[src/rtl/dsq_pkg.sv]
package dsq_pkg;
  localparam int WORD_BYTES = 4;
  localparam int DESC_BYTES = 16;
  localparam int CNT_W      = 16;
  localparam int DATA_W     = 32;

  localparam int ST_RUN    = 15;
  localparam int ST_PAUSE  = 14;
  localparam int ST_ACTIVE = 10;
  localparam int ST_BT     = 8;

  typedef enum logic [2:0] {
    OP_SEND      = 3'd0,
    OP_SEND_FIN  = 3'd1,
    OP_RECV      = 3'd2,
    OP_RECV_FIN  = 3'd3,
    OP_DEV_WR    = 3'd4,
    OP_DEV_RD    = 3'd5,
    OP_NOP       = 3'd6,
    OP_HALT      = 3'd7
  } op_e;

  typedef enum logic [3:0] {
    S_IDLE, S_F0, S_F1, S_F2, S_EXEC, S_ORD, S_OTX, S_IRX, S_IWR,
    S_DEV, S_LDW, S_WAIT, S_WB, S_NEXT, S_HALT
  } st_e;

  // 0 never, 1 when true, 2 when false, 3 always
  function automatic logic mode_fire(input logic [1:0] mode, input logic c);
    case (mode)
      2'd0:    mode_fire = 1'b0;
      2'd1:    mode_fire = c;
      2'd2:    mode_fire = ~c;
      default: mode_fire = 1'b1;
    endcase
  endfunction
endpackage

[src/rtl/dsq_cond.sv]
module dsq_cond #(
  parameter int N = 3
) (
  input  logic [N-1:0][15:0] sel,
  input  logic [7:0]         dstat,
  output logic [N-1:0]       hit
);
  for (genvar g = 0; g < N; g++) begin : g_cond
    assign hit[g] = ((dstat & sel[g][15:8]) == (sel[g][7:0] & sel[g][15:8]));
  end
endmodule

[src/rtl/dsq_lane.sv]
module dsq_lane (
  input  logic [1:0]  lane,
  input  logic [31:0] rword,
  output logic [7:0]  rbyte,
  input  logic [7:0]  wbyte,
  output logic [31:0] wword,
  output logic [3:0]  wbe
);
  assign rbyte = rword[8*lane +: 8];
  assign wword = {4{wbyte}};
  assign wbe   = 4'b0001 << lane;
endmodule

[src/rtl/dsq_seq.sv]
module dsq_seq
  import dsq_pkg::*;
#(
  parameter int AW = 32
) (
  input  logic              clk,
  input  logic              rst_n,
  input  logic              run,
  input  logic              pause,
  input  logic [AW-1:0]     cmd_start,
  input  logic [15:0]       int_sel,
  input  logic [15:0]       br_sel,
  input  logic [15:0]       wait_sel,
  input  logic [7:0]        dev_status,
  output logic [15:0]       status,
  output logic              irq,
  output logic              mem_req,
  output logic              mem_we,
  output logic [3:0]        mem_be,
  output logic [AW-1:0]     mem_addr,
  output logic [DATA_W-1:0] mem_wdata,
  input  logic              mem_ack,
  input  logic [DATA_W-1:0] mem_rdata,
  output logic              tx_valid,
  input  logic              tx_ready,
  output logic [7:0]        tx_data,
  output logic              tx_last,
  output logic [1:0]        tx_stream,
  input  logic              rx_valid,
  output logic              rx_ready,
  input  logic [7:0]        rx_data,
  input  logic              rx_last,
  output logic              dev_req,
  output logic              dev_we,
  output logic [AW-1:0]     dev_addr,
  output logic [DATA_W-1:0] dev_wdata,
  input  logic              dev_ack,
  input  logic [DATA_W-1:0] dev_rdata
);
  localparam int DLOW = $clog2(DESC_BYTES);
  localparam int WLOW = $clog2(WORD_BYTES);

  st_e              st;
  logic [AW-1:0]    ptr, daddr;
  logic [CNT_W-1:0] req, cnt;
  logic [15:0]      cmdw;
  logic [DATA_W-1:0] dep;
  logic [7:0]       byte_q;
  logic             eob, bt, irq_q;

  op_e  op;
  assign op = op_e'(cmdw[14:12]);

  logic [2:0] hit;
  dsq_cond #(.N(3)) u_cond (
    .sel   ({wait_sel, br_sel, int_sel}),
    .dstat (dev_status),
    .hit   (hit)
  );
  logic int_go, br_go, wait_go;
  assign int_go  = mode_fire(cmdw[5:4], hit[0]);
  assign br_go   = mode_fire(cmdw[3:2], hit[1]);
  assign wait_go = mode_fire(cmdw[1:0], hit[2]);

  logic [AW-1:0] cur_addr;
  assign cur_addr = daddr + AW'(cnt);

  logic [7:0]  rd_byte;
  logic [31:0] wr_word;
  logic [3:0]  wr_be;
  dsq_lane u_lane (
    .lane  (cur_addr[1:0]),
    .rword (mem_rdata),
    .rbyte (rd_byte),
    .wbyte (byte_q),
    .wword (wr_word),
    .wbe   (wr_be)
  );

  logic final_byte;
  assign final_byte = ({1'b0, cnt} + 17'd1) == {1'b0, req};

  logic active;
  assign active = (st != S_IDLE) && (st != S_HALT);
  assign status = {run, pause, 3'b000, active, 1'b0, bt, dev_status};
  assign irq    = irq_q;

  logic [CNT_W-1:0] residual;
  assign residual = req - cnt;

  // memory port
  always_comb begin
    mem_req   = 1'b0;
    mem_we    = 1'b0;
    mem_be    = 4'hF;
    mem_addr  = ptr;
    mem_wdata = wr_word;
    case (st)
      S_F0:  mem_req = ~pause;
      S_F1:  begin mem_req = 1'b1; mem_addr = ptr + AW'(4); end
      S_F2:  begin mem_req = 1'b1; mem_addr = ptr + AW'(8); end
      S_ORD: begin mem_req = 1'b1; mem_addr = {cur_addr[AW-1:WLOW], {WLOW{1'b0}}}; end
      S_IWR: begin
        mem_req  = 1'b1; mem_we = 1'b1; mem_be = wr_be;
        mem_addr = {cur_addr[AW-1:WLOW], {WLOW{1'b0}}};
      end
      S_LDW: begin mem_req = 1'b1; mem_we = 1'b1; mem_addr = ptr + AW'(8); mem_wdata = dep; end
      S_WB:  begin
        mem_req = 1'b1; mem_we = 1'b1; mem_addr = ptr + AW'(12);
        mem_wdata = {status, residual};
      end
      default: ;
    endcase
  end

  assign tx_valid  = (st == S_OTX);
  assign tx_data   = byte_q;
  assign tx_last   = (st == S_OTX) && (op == OP_SEND_FIN) && final_byte;
  assign tx_stream = cmdw[9:8];
  assign rx_ready  = (st == S_IRX);
  assign dev_req   = (st == S_DEV);
  assign dev_we    = (op == OP_DEV_WR);
  assign dev_addr  = daddr;
  assign dev_wdata = dep;

  logic unused_bits;
  assign unused_bits = ^{cmdw[15], cmdw[11:10], cmdw[7:6], dep[DLOW-1:0]};

  always_ff @(posedge clk or negedge rst_n) begin
    if (!rst_n) begin
      st <= S_IDLE; ptr <= '0; daddr <= '0; req <= '0; cnt <= '0;
      cmdw <= '0; dep <= '0; byte_q <= '0; eob <= 1'b0; bt <= 1'b0; irq_q <= 1'b0;
    end else begin
      irq_q <= 1'b0;
      if (!run) begin
        st <= S_IDLE;
      end else begin
        case (st)
          S_IDLE: begin
            ptr <= {cmd_start[AW-1:DLOW], {DLOW{1'b0}}};
            bt  <= 1'b0;
            st  <= S_F0;
          end
          S_F0: if (mem_req && mem_ack) begin
            req <= mem_rdata[15:0]; cmdw <= mem_rdata[31:16]; st <= S_F1;
          end
          S_F1: if (mem_ack) begin daddr <= mem_rdata[AW-1:0]; st <= S_F2; end
          S_F2: if (mem_ack) begin dep <= mem_rdata; cnt <= '0; st <= S_EXEC; end
          S_EXEC: begin
            case (op)
              OP_SEND, OP_SEND_FIN: st <= (req == '0) ? S_WAIT : S_ORD;
              OP_RECV, OP_RECV_FIN: st <= (req == '0) ? S_WAIT : S_IRX;
              OP_DEV_WR, OP_DEV_RD: st <= S_DEV;
              OP_NOP:               st <= S_WAIT;
              default:              st <= S_HALT;
            endcase
          end
          S_ORD: if (mem_ack) begin byte_q <= rd_byte; st <= S_OTX; end
          S_OTX: if (tx_ready) begin
            cnt <= cnt + 1'b1;
            st  <= final_byte ? S_WAIT : S_ORD;
          end
          S_IRX: if (rx_valid) begin byte_q <= rx_data; eob <= rx_last; st <= S_IWR; end
          S_IWR: if (mem_ack) begin
            cnt <= cnt + 1'b1;
            st  <= (final_byte || (op == OP_RECV_FIN && eob)) ? S_WAIT : S_IRX;
          end
          S_DEV: if (dev_ack) begin
            if (op == OP_DEV_RD) begin dep <= dev_rdata; st <= S_LDW; end
            else st <= S_WAIT;
          end
          S_LDW: if (mem_ack) st <= S_WAIT;
          S_WAIT: if (!wait_go) begin bt <= br_go; st <= S_WB; end
          S_WB: if (mem_ack) st <= S_NEXT;
          S_NEXT: begin
            irq_q <= int_go;
            ptr   <= bt ? {dep[AW-1:DLOW], {DLOW{1'b0}}} : ptr + AW'(DESC_BYTES);
            st    <= S_F0;
          end
          default: ;
        endcase
      end
    end
  end
endmodule

[config.mk]
export PLATFORM = sky130hd
export DESIGN_NAME = dsq_seq
export DESIGN_NICKNAME = d
export VERILOG_FILES = /design/src/rtl/dsq_pkg.sv /design/src/rtl/dsq_cond.sv /design/src/rtl/dsq_lane.sv /design/src/rtl/dsq_seq.sv
export SDC_FILE = /design/constraint.sdc
export NUM_CORES = 1
export LEC_CHECK = 0
export BUFFER_PORTS_ARGS = -buffer_cell sky130_fd_sc_hd__buf_2
export CAP_MARGIN = 30
export CORE_MARGIN = 10
export CORE_UTILIZATION = 25
export CTS_BUF_LIST = sky130_fd_sc_hd__clkbuf_4
export CTS_CLUSTER_SIZE = 30
export DETAILED_ROUTE_END_ITERATION = 6
export GPL_TIMING_DRIVEN = 0
export SETUP_SLACK_MARGIN = 0.4
export SLEW_MARGIN = 40
export SYNTH_ARGS = -nofsm -noshare
export SYNTH_HDL_FRONTEND = slang
export SYNTH_SLANG_ARGS = --single-unit
[constraint.sdc]
create_clock -name clk -period 3.1 [get_ports clk]
set_input_delay 0.62 -clock clk [delete_from_list [all_inputs] [get_ports clk]]
set_output_delay 0.62 -clock clk [all_outputs]
set_load 0.01 [all_outputs]
---- Word level (Yosys, flattened, before mapping) ----
Cells that the tools add are included.
storage, ports and cells
  input port bits ......................... 169
  bits in registers ....................... 158
  logic and storage cells ................. 160
operators by class
  eq/ne operators ......................... 50
  reduce and logical (&&, ||, !) cells .... 35
  multiplexer cells ....................... 44
  shift-type cells ........................ 2
  add/subtract/negate cells ............... 8
  bitwise logic cells ..................... 10
operators by type and width
  operator                 number
  $pmux W32 S2             3
  $mux W32                 4
  $pmux W32 S4             1
  $mux W4                  17
  $add A32 B4 Y32 const B  2
  $pmux W4 S13             1
  $and A8 B8 Y8            6
  $mux W16                 3
  $pmux W16 S3             1
  $add A32 B16 Y32         1
  $add A32 B3 Y32 const B  1
  $add A32 B5 Y32 const B  1
  $shiftx A32 B6 Y8        1
  $ne A3 B3 Y1 const B     9
  $eq A4 B4 Y1 const B     6
  $eq A8 B8 Y1             3
  $add A16 B1 Y17 const B  1
  $eq A17 B16 Y1           1
  $add A16 B1 Y16 const B  1
  $eq A4 B3 Y1 const B     4
  $logic_not A16 Y1        1
  $mux W8                  2
  $pmux W4 S4              1
  $pmux W8 S2              1
  34 further kinds         77

---- Depth between registers and ports, before layout ----
Gate-level depths: netlist (run 1).
  depth after elaboration ................. 7
  depth in mapped cells ................... 12
  depth with buffers taken out ............ 12

---- Modules after synthesis ----
A second synthesis (run 1) with hierarchy kept.
second synthesis, totals
  cells, all modules ...................... 1357
  area, all modules ....................... 11682.5 um^2
modules (own cells, without submodules)
  module    seq. area each (um^2)  area each (um^2)  cells an instance  instances
  dsq_seq   3753.6                 10887.9           1272               1
  dsq_lane  0.0                    467.9             46                 1
  dsq_cond  0.0                    326.6             39                 1

---- Worst setup path before layout (run 1) ----
Ideal clock, no wire load.
  path kind ............................... reg-to-output
  start ................................... register cnt[0]
  end ..................................... output mem_addr[26]
  data arrival time ....................... 2.681 ns
  stages on the path, launching flop included .. 11
  slack ................................... -0.201 ns
  cells stage by stage .................... dfrtp_1 -> ha_1 -> fa_1 -> a21o_1 -> a21oi_1 -> a311oi_1 -> o2111ai_1 -> a311o_1 -> nor3_1 -> xnor2_1 -> o21ai_0
between the ends
  cells in the longest elaborated chain, start to end .. 2
ends and longest elaborated chain
  element                 line            source
  from (decl)             dsq_seq.sv:45   logic [CNT_W-1:0] req, cnt;
  from (signal assigned)  dsq_seq.sv:160  cnt <= cnt + 1'b1;
  from (signal assigned)  dsq_seq.sv:165  cnt <= cnt + 1'b1;
  $add A32 B16 Y32        dsq_seq.sv:66   assign cur_addr = daddr + AW'(cnt);
  $pmux W32 S4            dsq_seq.sv:98   case (st)
  to (decl)               dsq_seq.sv:20   output logic [AW-1:0] mem_addr,
No other way between the ends.

---- Worst setup path in the final report (run 1) ----
  start ................................... register cnt[7]
  end ..................................... output mem_addr[20]
The elaborated chain is that of the path after synthesis.

==> flow_summary.yaml, run 1 <==
worst_setup_path:
  worstPathMaxFanout: 7
  crit-reg2reg-launch: "cnt[1]"
  required_ns: 2.48
  cp.arrival_ns: 3.55
  startpoint: "cnt[7]"
  reg2reg_depth: 13
  crit_type: "register to primary output"
  end_kind: "primary output"
  critPathLaunchType: "register"
logic_synthesis:
  ys_ff_latch: 150
  syn_area_per_cell_um2: 8.575
  synth-seq-area-share_pct: 32.91
  synth_edf_count: 0
  yosysMostFrequentCell: "nand2_1"
  syn_area_mm2: 0.01140
  yosysWarningCount: 0
  yosys.area.top_type: "dfrtp_1"
  ys_types: 78
  synth_common_cells: "154 x nand2_1, 150 x dfrtp_1, 138 x o21ai_0"
  synth.area.top_cells: "dfrtp_1 33%, mux2_2 6.1%, o21ai_0 6.1%"
  netlist_instances: 1330
  synth_top_area_share_pct: 32.91
  synth_ff_type: "dfrtp_1"
  synthArstFlopShare_pct: 100.0
pwr:
  vdd_drop_max_mv: 0.3976
  cellPowerDensity_mw_per_mm2: 905.4
  power_w: 0.01530
  power.leakage_nw: 7.580
route:
  final_antenna_net_count: 0
  num_vias: 12999
  avgRoutedWirePerCell_um: 25.78
  drtIter0Drc: 1341
  drt-total-wl_mm: 62.16
  drc: 0
  first_pass_iters: 7
  via_per_inst: 5.392
clock_network:
  cts_buffers: 17
  insertion_delay_ns: 0.65
  clk_pin_slew_worst_paths_ns: 0.15
  htree_levels: 4
  tritoncts: "built"
  clock_path_buffers: 2
  cts-root-buf: "clkbuf_4"
  numClockSinks: 150
die:
  coreArea_mm2: 0.04528
  start_util_pct: 25.19
  die_area_mm2: 0.05456
  io_pins: 335
  fp.dieH_um: 233.6
  core.rowCount: 78
  die_x_um: 233.6
final_layout:
  final_layout_size_suffix_gt1_share_pct: 44.65
  area_delta_synth_final_pct: 48.13
  fin_nets: 1996
  fillers: 4626
global_routing:
  grt_antenna_before_repair: 8
  grt_util_all_layers_pct: 21.67
  grt_overflow: 0
  grt_pass1_wl_mm: 86.91
  grt_pass1_vias: 12571
  grt_start_max_net_pins: 55
timing:
  timing.final.setup_violations: 44
  hold_viol_final: 0
  rsz0062_at_grt: "true"
  maxSlewHeadroom_pct: 37.54
  fmax_ghz: 0.2399
  maxSlewViolCount: 0
  setup-tns-final_ns: -30.39
  setup_ws_ns: -1.069
  finClkSkew_ns: 0.03040
  final.period_utilization_pct: 134.5
  min_period_ns: 4.169
  worstMarginPinSlew_ns: 0.9369
placed_design:
  hpwlAfterDp_mm: 49.11
  globalplace.congestion: 0.9526
  port_buffers: 323
job:
  cap_violations: 0
hold_path:
  hp-start: "rx_data[4]"
  worst_hold_path.num_cells: 3
  hold_class: "input port to register"
run_status:
  violations: "negative setup slack"
  status: "complete, but fails checks"
==> critical path, stage by stage, from the launching register on <==
cell and delay (ns):
dfrtp_1 0.45, ha_1 0.38, o21a_1 0.15, o22ai_1 0.12
a311oi_4 0.36, o2111ai_2 0.20, a311o_2 0.55, nand3b_1 0.24
xor2_2 0.18, o21ai_2 0.13, buf_2 0.16
==> where the power goes <==
| group | leakage (nW) | internal (W) | switching (W) |
|---|---|---|---|
| registers | 1.88 | 0.00275 | 0.00132 |
| logic | 5.54 | 0.00447 | 0.00535 |
| clock network | 0.162 | 0.000513 | 0.000903 |
| total | 7.58 | 0.00773 | 0.00757 |
==> what timing repair did <==
item,4_1_cts,5_1_grt
pin swaps,92,73
endpoints found under the setup margin,133,108
gates resized for setup,313,110
setup buffers,67,44
hold buffers,1,0
endpoints found under the hold margin,42,0
cloned,1,0
==> state kept, by name, indices dropped and copies added, names as in the netlist <==
| name | count |
|---|---|
| bt | 1 |
| cmdw | 11 |
| cnt | 16 |
| dev_addr | 32 |
| dev_wdata | 32 |
| eob | 1 |
| irq | 1 |
| ptr | 28 |
| req | 16 |
| st | 4 |
| tx_data | 8 |
==> layout by cell type, fill, tap and decap left out, drive strengths merged, types with 4 or more instances in the layout <==
master,instances
nor3,27
mux2i,58
or2,7
a311oi,4
a31oi,15
diode,6
nand3b,4
a211oi,10
dfrtp,150
or3,14
o31ai,20
and3,12
nand2b,8
nor4,10
mux4,8
and2,11
clkbuf,69
conb,6
a22oi,13
nand2,154
inv,42
o21a,10
a21oi,86
a21o,12
nor3b,6
nor2b,11
nor2,105
buf,477
nand3,37
ha,33
o21ai,142
mux2,62
xnor2,41
a221o,16
nand4,17
xor2,56
==> metrics by stage <==
stage                     hold WS [ns]  setup WS, ns  cell area (um2)  std cells  utilization [%]
after detailed placement        0.4936       -0.9031            13980       2260            30.87
after floorplan                 0.3244     -0.005953            11540       1335                -
after global placement          0.4832        -1.314            13910       2258            30.72
after CTS                       0.1958        -1.016            16110       2361            35.58
final                           0.2089        -1.069            16890       2411            37.31
after global routing            0.2054        -1.136            16890       2408            37.29
==> final timing paths <==
| kind | end | slack [ns] |
|---|---|---|
| setup / recovery | mem_addr[20] | -1.07 |
| max in group asynchronous | cnt[6] | 1.96 |
| hold / removal | tx_data[4] | 0.21 |
| min in group asynchronous | ptr[19] | 0.46 |
| hold reg to reg | cmdw[0] | 0.53 |
| setup reg to reg | st[3] | 0.35 |
==> logic make-up after synthesis <==
logic type	count (synthesis)	share of synthesized area (%)
mux	128	12.79
other cells	1	0.03288
xor+xnor	97	7.449
simple gates	432	18.41
fa+ha+maj	36	4.059
flops	150	32.91
compound gates	360	19.35
buf+inv	126	4.992
==> metal layers <==
metal / GRT usage, % / wire length (um) / vias up
met2: 34.88 / 29080 / 712
met4: 8.970 / 2795 / 6
met1: 27.37 / 24770 / 6430
met3: 5.108 / 5472 / 136
li1: - / - / 5715
met5: 0 / 36 / -
==> area by class of cell <==
class	count	area [um2]	area share [%]
antenna	6	15.01	0.08888
buffer	93	758.2	4.488
clock buffer	17	127.6	0.7554
clock inverter	15	177.7	1.052
inverter	33	148.9	0.8814
multi-input combinational	1059	8300	49.13
sequential	150	3764	22.28
tap	600	750.7	4.444
timing repair buffer	438	2851	16.88
Power figures use the tool's default switching activity.
==> run 2: changes to the inputs <==
--- a/config.mk
+++ b/config.mk
@@ -15,3 +15,4 @@
 export GPL_TIMING_DRIVEN = 0
-export SETUP_SLACK_MARGIN = 0.4
+export MAX_ROUTING_LAYER = met4
+export SETUP_SLACK_MARGIN = 0.1
 export SLEW_MARGIN = 40
==> constraint.sdc (replaced) <==
create_clock -name clk -period 3.1 [get_ports clk]
set_input_delay 0.155 -clock clk [delete_from_list [all_inputs] [get_ports clk]]
set_output_delay 0.155 -clock clk [all_outputs]
set_load 0.01 [all_outputs]
==> run 2 against run 1 <==
First-iteration DRC count rose by 15%. The run still ends with negative setup slack left. Power fell by 6.5%. Critical endpoint unchanged. Clock power fell by 9.9%. Clock skew rose by 0.0046 ns. Sequential power fell by 2%. Largest cell class unchanged. Clock-buffer cell count did not move. Highest routed layer is now met4. Fmax rose by 15%.
==> flow_summary.yaml, run 2 (same netlist as run 1, synthesis figures left out) <==
run_status:
  status: "complete, but fails checks"
  violations: "negative setup slack"
worst_setup_path:
  rrSetupSlack_ns: 0.19
  path_cells: "ha_4 > fa_2 > a21o_1 > a21oi_4 > a311oi_4 > o2111ai_2 > a311o_2 > buf_6 > nand3b_1 > xor2_1 > o21ai_1 > buf_2"
  required_ns: 2.94
  reg2reg_depth: 14
  crit-reg2reg-launch: "cnt[0]"
  worstPathMaxFanout: 4
  critPathLaunchType: "register"
  end_kind: "primary output"
  slowest_delay_ns: 0.45
  crit_type: "register to primary output"
  crit_slowest_cell: "dfrtp_1"
  cp.arrival_ns: 3.48
  rr_endpoint: "st[3]"
pwr:
  clkPwrFrac_pct: 8.9
  p_seq_share_pct: 27.9
  pwr-share-comb_pct: 63.2
  power_switching_w: 0.007213
  internal_power_w: 0.007090
  vdd_drop_max_mv: 0.2907
  power_w: 0.01430
  swShare_pct: 50.43
  power.leakage_nw: 7.644
  cellPowerDensity_mw_per_mm2: 842.2
route:
  num_vias: 13158
  met2_length_mm: 28.96
  wl_met3_mm: 5.028
  avgRoutedWirePerCell_um: 25.09
  first_pass_iters: 5
  met1_length_mm: 26.89
  drt-total-wl_mm: 62.40
  topRoutingLayerUsed: "met4"
  drc: 0
  final_antenna_net_count: 0
  drtIter0Drc: 1536
  via_per_inst: 5.291
timing:
  maxSlewViolCount: 0
  maxSlewHeadroom_pct: 23.37
  worstMarginPinSlew_ns: 1.145
  timing.final.setup_violations: 33
  hold_viol_final: 0
  fmax_ghz: 0.2753
  rsz0062_at_grt: "true"
  final.period_utilization_pct: 117.2
  setup-tns-final_ns: -11.89
  setup_ws_ns: -0.5320
  finClkSkew_ns: 0.03504
  min_period_ns: 3.632
clock_network:
  cts_buffers: 17
  insertion_delay_ns: 0.63
  cts-root-buf: "clkbuf_4"
  clk_pin_slew_worst_paths_ns: 0.16
  clock_path_buffers: 2
  htree_levels: 4
  tritoncts: "built"
  numClockSinks: 150
final_layout:
  fin_nets: 2077
  final_common_cell: "buf_2"
  layout.cells.non_filler: 2487
  final_layout_size_suffix_gt1_share_pct: 37.91
  fin_util_pct: 37.51
  area_delta_synth_final_pct: 48.92
  layout_common_cells: "320 x buf_2, 149 x nand2_1, 144 x dfrtp_1, 123 x dlygate4sd3_1, 101 x o21ai_0"
global_routing:
  grt_pass1_wl_mm: 87.47
  grt_util_all_layers_pct: 22.29
  grt_pass1_vias: 12500
  grt_start_max_net_pins: 69
  grt_overflow: 0
  grt_antenna_before_repair: 2
hold_path:
  hold_class: "input port to asynchronous set/reset pin"
die:
  die_x_um: 233.6
  io_pins: 335
  core.rowCount: 78
  coreArea_mm2: 0.04528
  die_area_mm2: 0.05456
  start_util_pct: 25.19
  fp.dieH_um: 233.6
job:
  cap_violations: 0
placed_design:
  dp.cells: 2260
  hpwlAfterDp_mm: 49.01
  place_ws_ns: -0.7159
  port_buffers: 323
  globalplace.congestion: 0.9614
## run 2: how the worst max path moves through the flow
stage,start,end,slack (ns)
after CTS,cnt[0],mem_addr[20],-0.58
after global routing,dev_addr[0],mem_addr[20],-0.68
after detailed placement,cnt[0],mem_addr[30],-0.72
after floorplan,cnt[0],mem_addr[26],0.26
final,dev_addr[0],mem_addr[20],-0.53
after global placement,cnt[0],mem_addr[30],-0.72
## run 2: per-stage QoR
stage / hold WS, ns / cell area, um2
3_5_place_dp: 0.03352 / 13870
4_1_cts: 0.01780 / 16420
3_3_place_gp: 0.3919 / 13790
6_report: 0.04400 / 16980
5_1_grt: 0.01702 / 16980
2_1_floorplan: -0.1406 / 11420
## run 2: power by group through the flow
stage / logic [W] / registers, W / clock network, W
finish: 0.00904 / 0.00399 / 0.00128
global route: 0.00967 / 0.00407 / 0.00136
CTS: 0.00838 / 0.00392 / 0.00129
detailed placement: 0.00715 / 0.00394 / 0
global placement: 0.00708 / 0.00392 / 0
floorplan: 0.00426 / 0.00369 / 0
## run 2: what timing repair did
item	CTS	global route
hold buffers	124	0
pin swaps	57	77
setup buffers	53	27
setup endpoints to repair	66	96
hold endpoints to repair	211	0
gates resized for setup	174	111
## run 2: final cells by class
cell class              count  area (um2)
inverters                  33       136.4
clock buffers              17       127.6
well taps                 600       750.7
multi-input cells        1059        8001
diodes                      1       2.502
fillers                  4647       28300
clock inverters            15       133.9
flip-flops and latches    150        3761
plain buffers              91       510.5
repair buffers            521        3560
## run 2: routing by layer
layer | global-route usage [%] | vias up
met4 | 5.846 | 0
met1 | 29.23 | 6477
li1 | - | 5879
met2 | 34.59 | 710
met3 | 4.295 | 92
met5 | - | -
## run 2: critical path, delay by kind of cell (launching register included)
kind,cells,cell delay [ns]
adder cells (fa/ha/maj),2,0.37
XOR/XNOR,1,0.15
AND/OR/NAND/NOR,1,0.16
buffers and inverters,2,0.34
flip-flops,1,0.45
AO/OA/AOI/OAI,6,1.37
==> run 3: changes to the inputs <==
clock period = 4.35 ns   (was 3.1 ns; I/O delays follow)
==> run 3 against run 2 <==
The run now ends clean. Routed wire length shrank 2.3%. Final cell count shrank 2.7%. Via count shrank 3.0%. Power shrank 37%. Worst hold slack lost 0.0022 ns. Die area is the same. Largest power group unchanged. Critical path type unchanged. Highest routed layer unchanged. Core utilization shrank 3.4 points. Register-to-register slack gained 1.1 ns. First-iteration DRC count shrank 8.8%.
==> flow_summary.yaml, run 3 (same netlist as run 1, synthesis figures left out) <==
run_status:
  status: "complete, no violations"
clock_network:
  numClockSinks: 150
  cts_buffers: 17
  clock_path_buffers: 2
  clk_pin_slew_worst_paths_ns: 0.15
  htree_levels: 4
  tritoncts: "built"
  insertion_delay_ns: 0.63
  cts-root-buf: "clkbuf_4"
timing:
  final.period_utilization_pct: 93.99
  hold_viol_final: 0
  min_period_ns: 4.089
  timing.final.setup_violations: 0
  worstMarginPinSlew_ns: 0.8457
  finClkSkew_ns: 0.03335
  fmax_ghz: 0.2446
  setup-tns-final_ns: 0
  rsz0062_at_grt: "false"
  maxSlewHeadroom_pct: 43.62
  maxSlewViolCount: 0
pwr:
  cellPowerDensity_mw_per_mm2: 582.0
  power_w: 0.008993
  vdd_drop_max_mv: 0.1853
  power.leakage_nw: 7.020
worst_setup_path:
  critPathBufInv: 1
  reg2reg_depth: 6
  cp.depth: 11
  critPathLaunchType: "register"
  end_kind: "primary output"
  critPathTopFamily: "compound AO/OA/AOI/OAI gates"
  crit_type: "register to primary output"
  required_ns: 4.13
  slowest_delay_ns: 0.49
  cp.arrival_ns: 3.87
  crit_slowest_cell: "dfrtp_2"
  path_cells: "ha_1 > fa_1 > a21o_1 > a21oi_2 > a311oi_2 > o2111ai_1 > a311o_2 > nor3_1 > xnor2_1 > o21ai_0 > buf_2"
  worstPathMaxFanout: 8
route:
  drtIter0Drc: 1401
  drc: 0
  avgRoutedWirePerCell_um: 25.19
  num_vias: 12758
  final_antenna_net_count: 0
  drt-total-wl_mm: 60.97
  via_per_inst: 5.272
  first_pass_iters: 5
final_layout:
  area_delta_synth_final_pct: 35.48
  ff_latch_area_mm2: 0.003755
  final_common_cell: "buf_2"
  multi_input_area_mm2: 0.007164
  final_layout_size_suffix_gt1_share_pct: 27.39
  fin_nets: 2009
  fillers: 4798
  final_area_mm2: 0.01545
  layout_common_cells: "329 x buf_2, 154 x nand2_1, 149 x dfrtp_1, 136 x o21ai_0, 125 x dlygate4sd3_1"
die:
  fp.dieH_um: 233.6
  coreArea_mm2: 0.04528
  die_x_um: 233.6
  die_area_mm2: 0.05456
  start_util_pct: 25.19
  core.rowCount: 78
  io_pins: 335
global_routing:
  grt_util_all_layers_pct: 21.99
  grt_antenna_before_repair: 2
  grt_start_max_net_pins: 69
  grt_pass1_wl_mm: 86.08
  grt_overflow: 0
  grt_pass1_vias: 12217
placed_design:
  port_buffers: 323
  globalplace.congestion: 0.9614
  hpwlAfterDp_mm: 49.01
  placed_area_mm2: 0.01387
hold_path:
  hold_class: "input port to register"
  worst_hold_path.num_cells: 2
job:
  cap_violations: 0
[run 3: worst reg2reg max path: cells and delay by family, from the launching register on]
family	cells	cell delay, ns
and+or+nand+nor	2	0.88
buffers and inverters	2	1.24
AOI/OAI and AO/OA	1	0.09
muxes	1	0.27
DFF	1	0.47
[run 3: cell type report]
| class | instances | area share (%) |
|---|---|---|
| clock inverter | 15 | 0.8665 |
| multi-input combinational | 1059 | 46.37 |
| buffer | 93 | 2.915 |
| antenna | 2 | 0.03239 |
| tap | 600 | 4.859 |
| sequential | 150 | 24.30 |
| clock buffer | 17 | 0.8260 |
| timing repair buffer | 451 | 19.03 |
| inverter | 33 | 0.8017 |
[run 3: power breakdown]
part | total, W | internal, W | switching, W | leakage [nW]
Clock | 0.000900 | 0.000250 | 0.000650 | 0.144
Sequential | 0.00282 | 0.00196 | 0.000859 | 1.89
Combinational | 0.00528 | 0.00216 | 0.00311 | 4.99
Total | 0.00899 | 0.00437 | 0.00462 | 7.02
[run 3: path summary, 6_finish.rpt]
path	from	endpoint	slack (ns)
max	cnt[0]	mem_addr[26]	0.26
min	mem_rdata[6]	req[6]	0.04
max reg2reg	st[2]	dev_wdata[23]	1.27
min reg2reg	cmdw[4]	cmdw[4]	0.53
max in group asynchronous	rst_n	ptr[31]	2.46
min in group asynchronous	rst_n	ptr[30]	0.52
[run 3: repair_timing]
action | CTS | global route
pin swaps | 0 | 1
gates cloned | 0 | 0
resized for setup | 4 | 8
hold endpoints to repair | 204 | 0
endpoints found under the setup margin | 12 | 11
buffers inserted | 0 | 1
hold buffers | 125 | 0
[run 3: per-layer routing]
metal / share of wire [%] / track usage (%) / wire, um / vias to the layer above
met3: 7.3 / 3.798 / 4437 / 79
met4: 2.2 / 5.080 / 1353 / 0
li1: - / - / - / 5735
met2: 46 / 34.17 / 28280 / 640
met1: 44 / 29.30 / 26890 / 6304
met5: 0 / - / 0 / -
[run 3: stage by stage]
stage	hold WS, ns	setup WS [ns]	std cells	util, %
4_1_cts	0.002322	0.1002	2417	33.99
3_5_place_dp	0.09602	0.4716	2260	30.64
6_report	0.04180	0.2614	2420	34.12
2_1_floorplan	-0.07809	1.452	1335	-
3_3_place_gp	0.4544	0.4679	2258	30.45
5_1_grt	0.01201	0.1127	2419	34.12
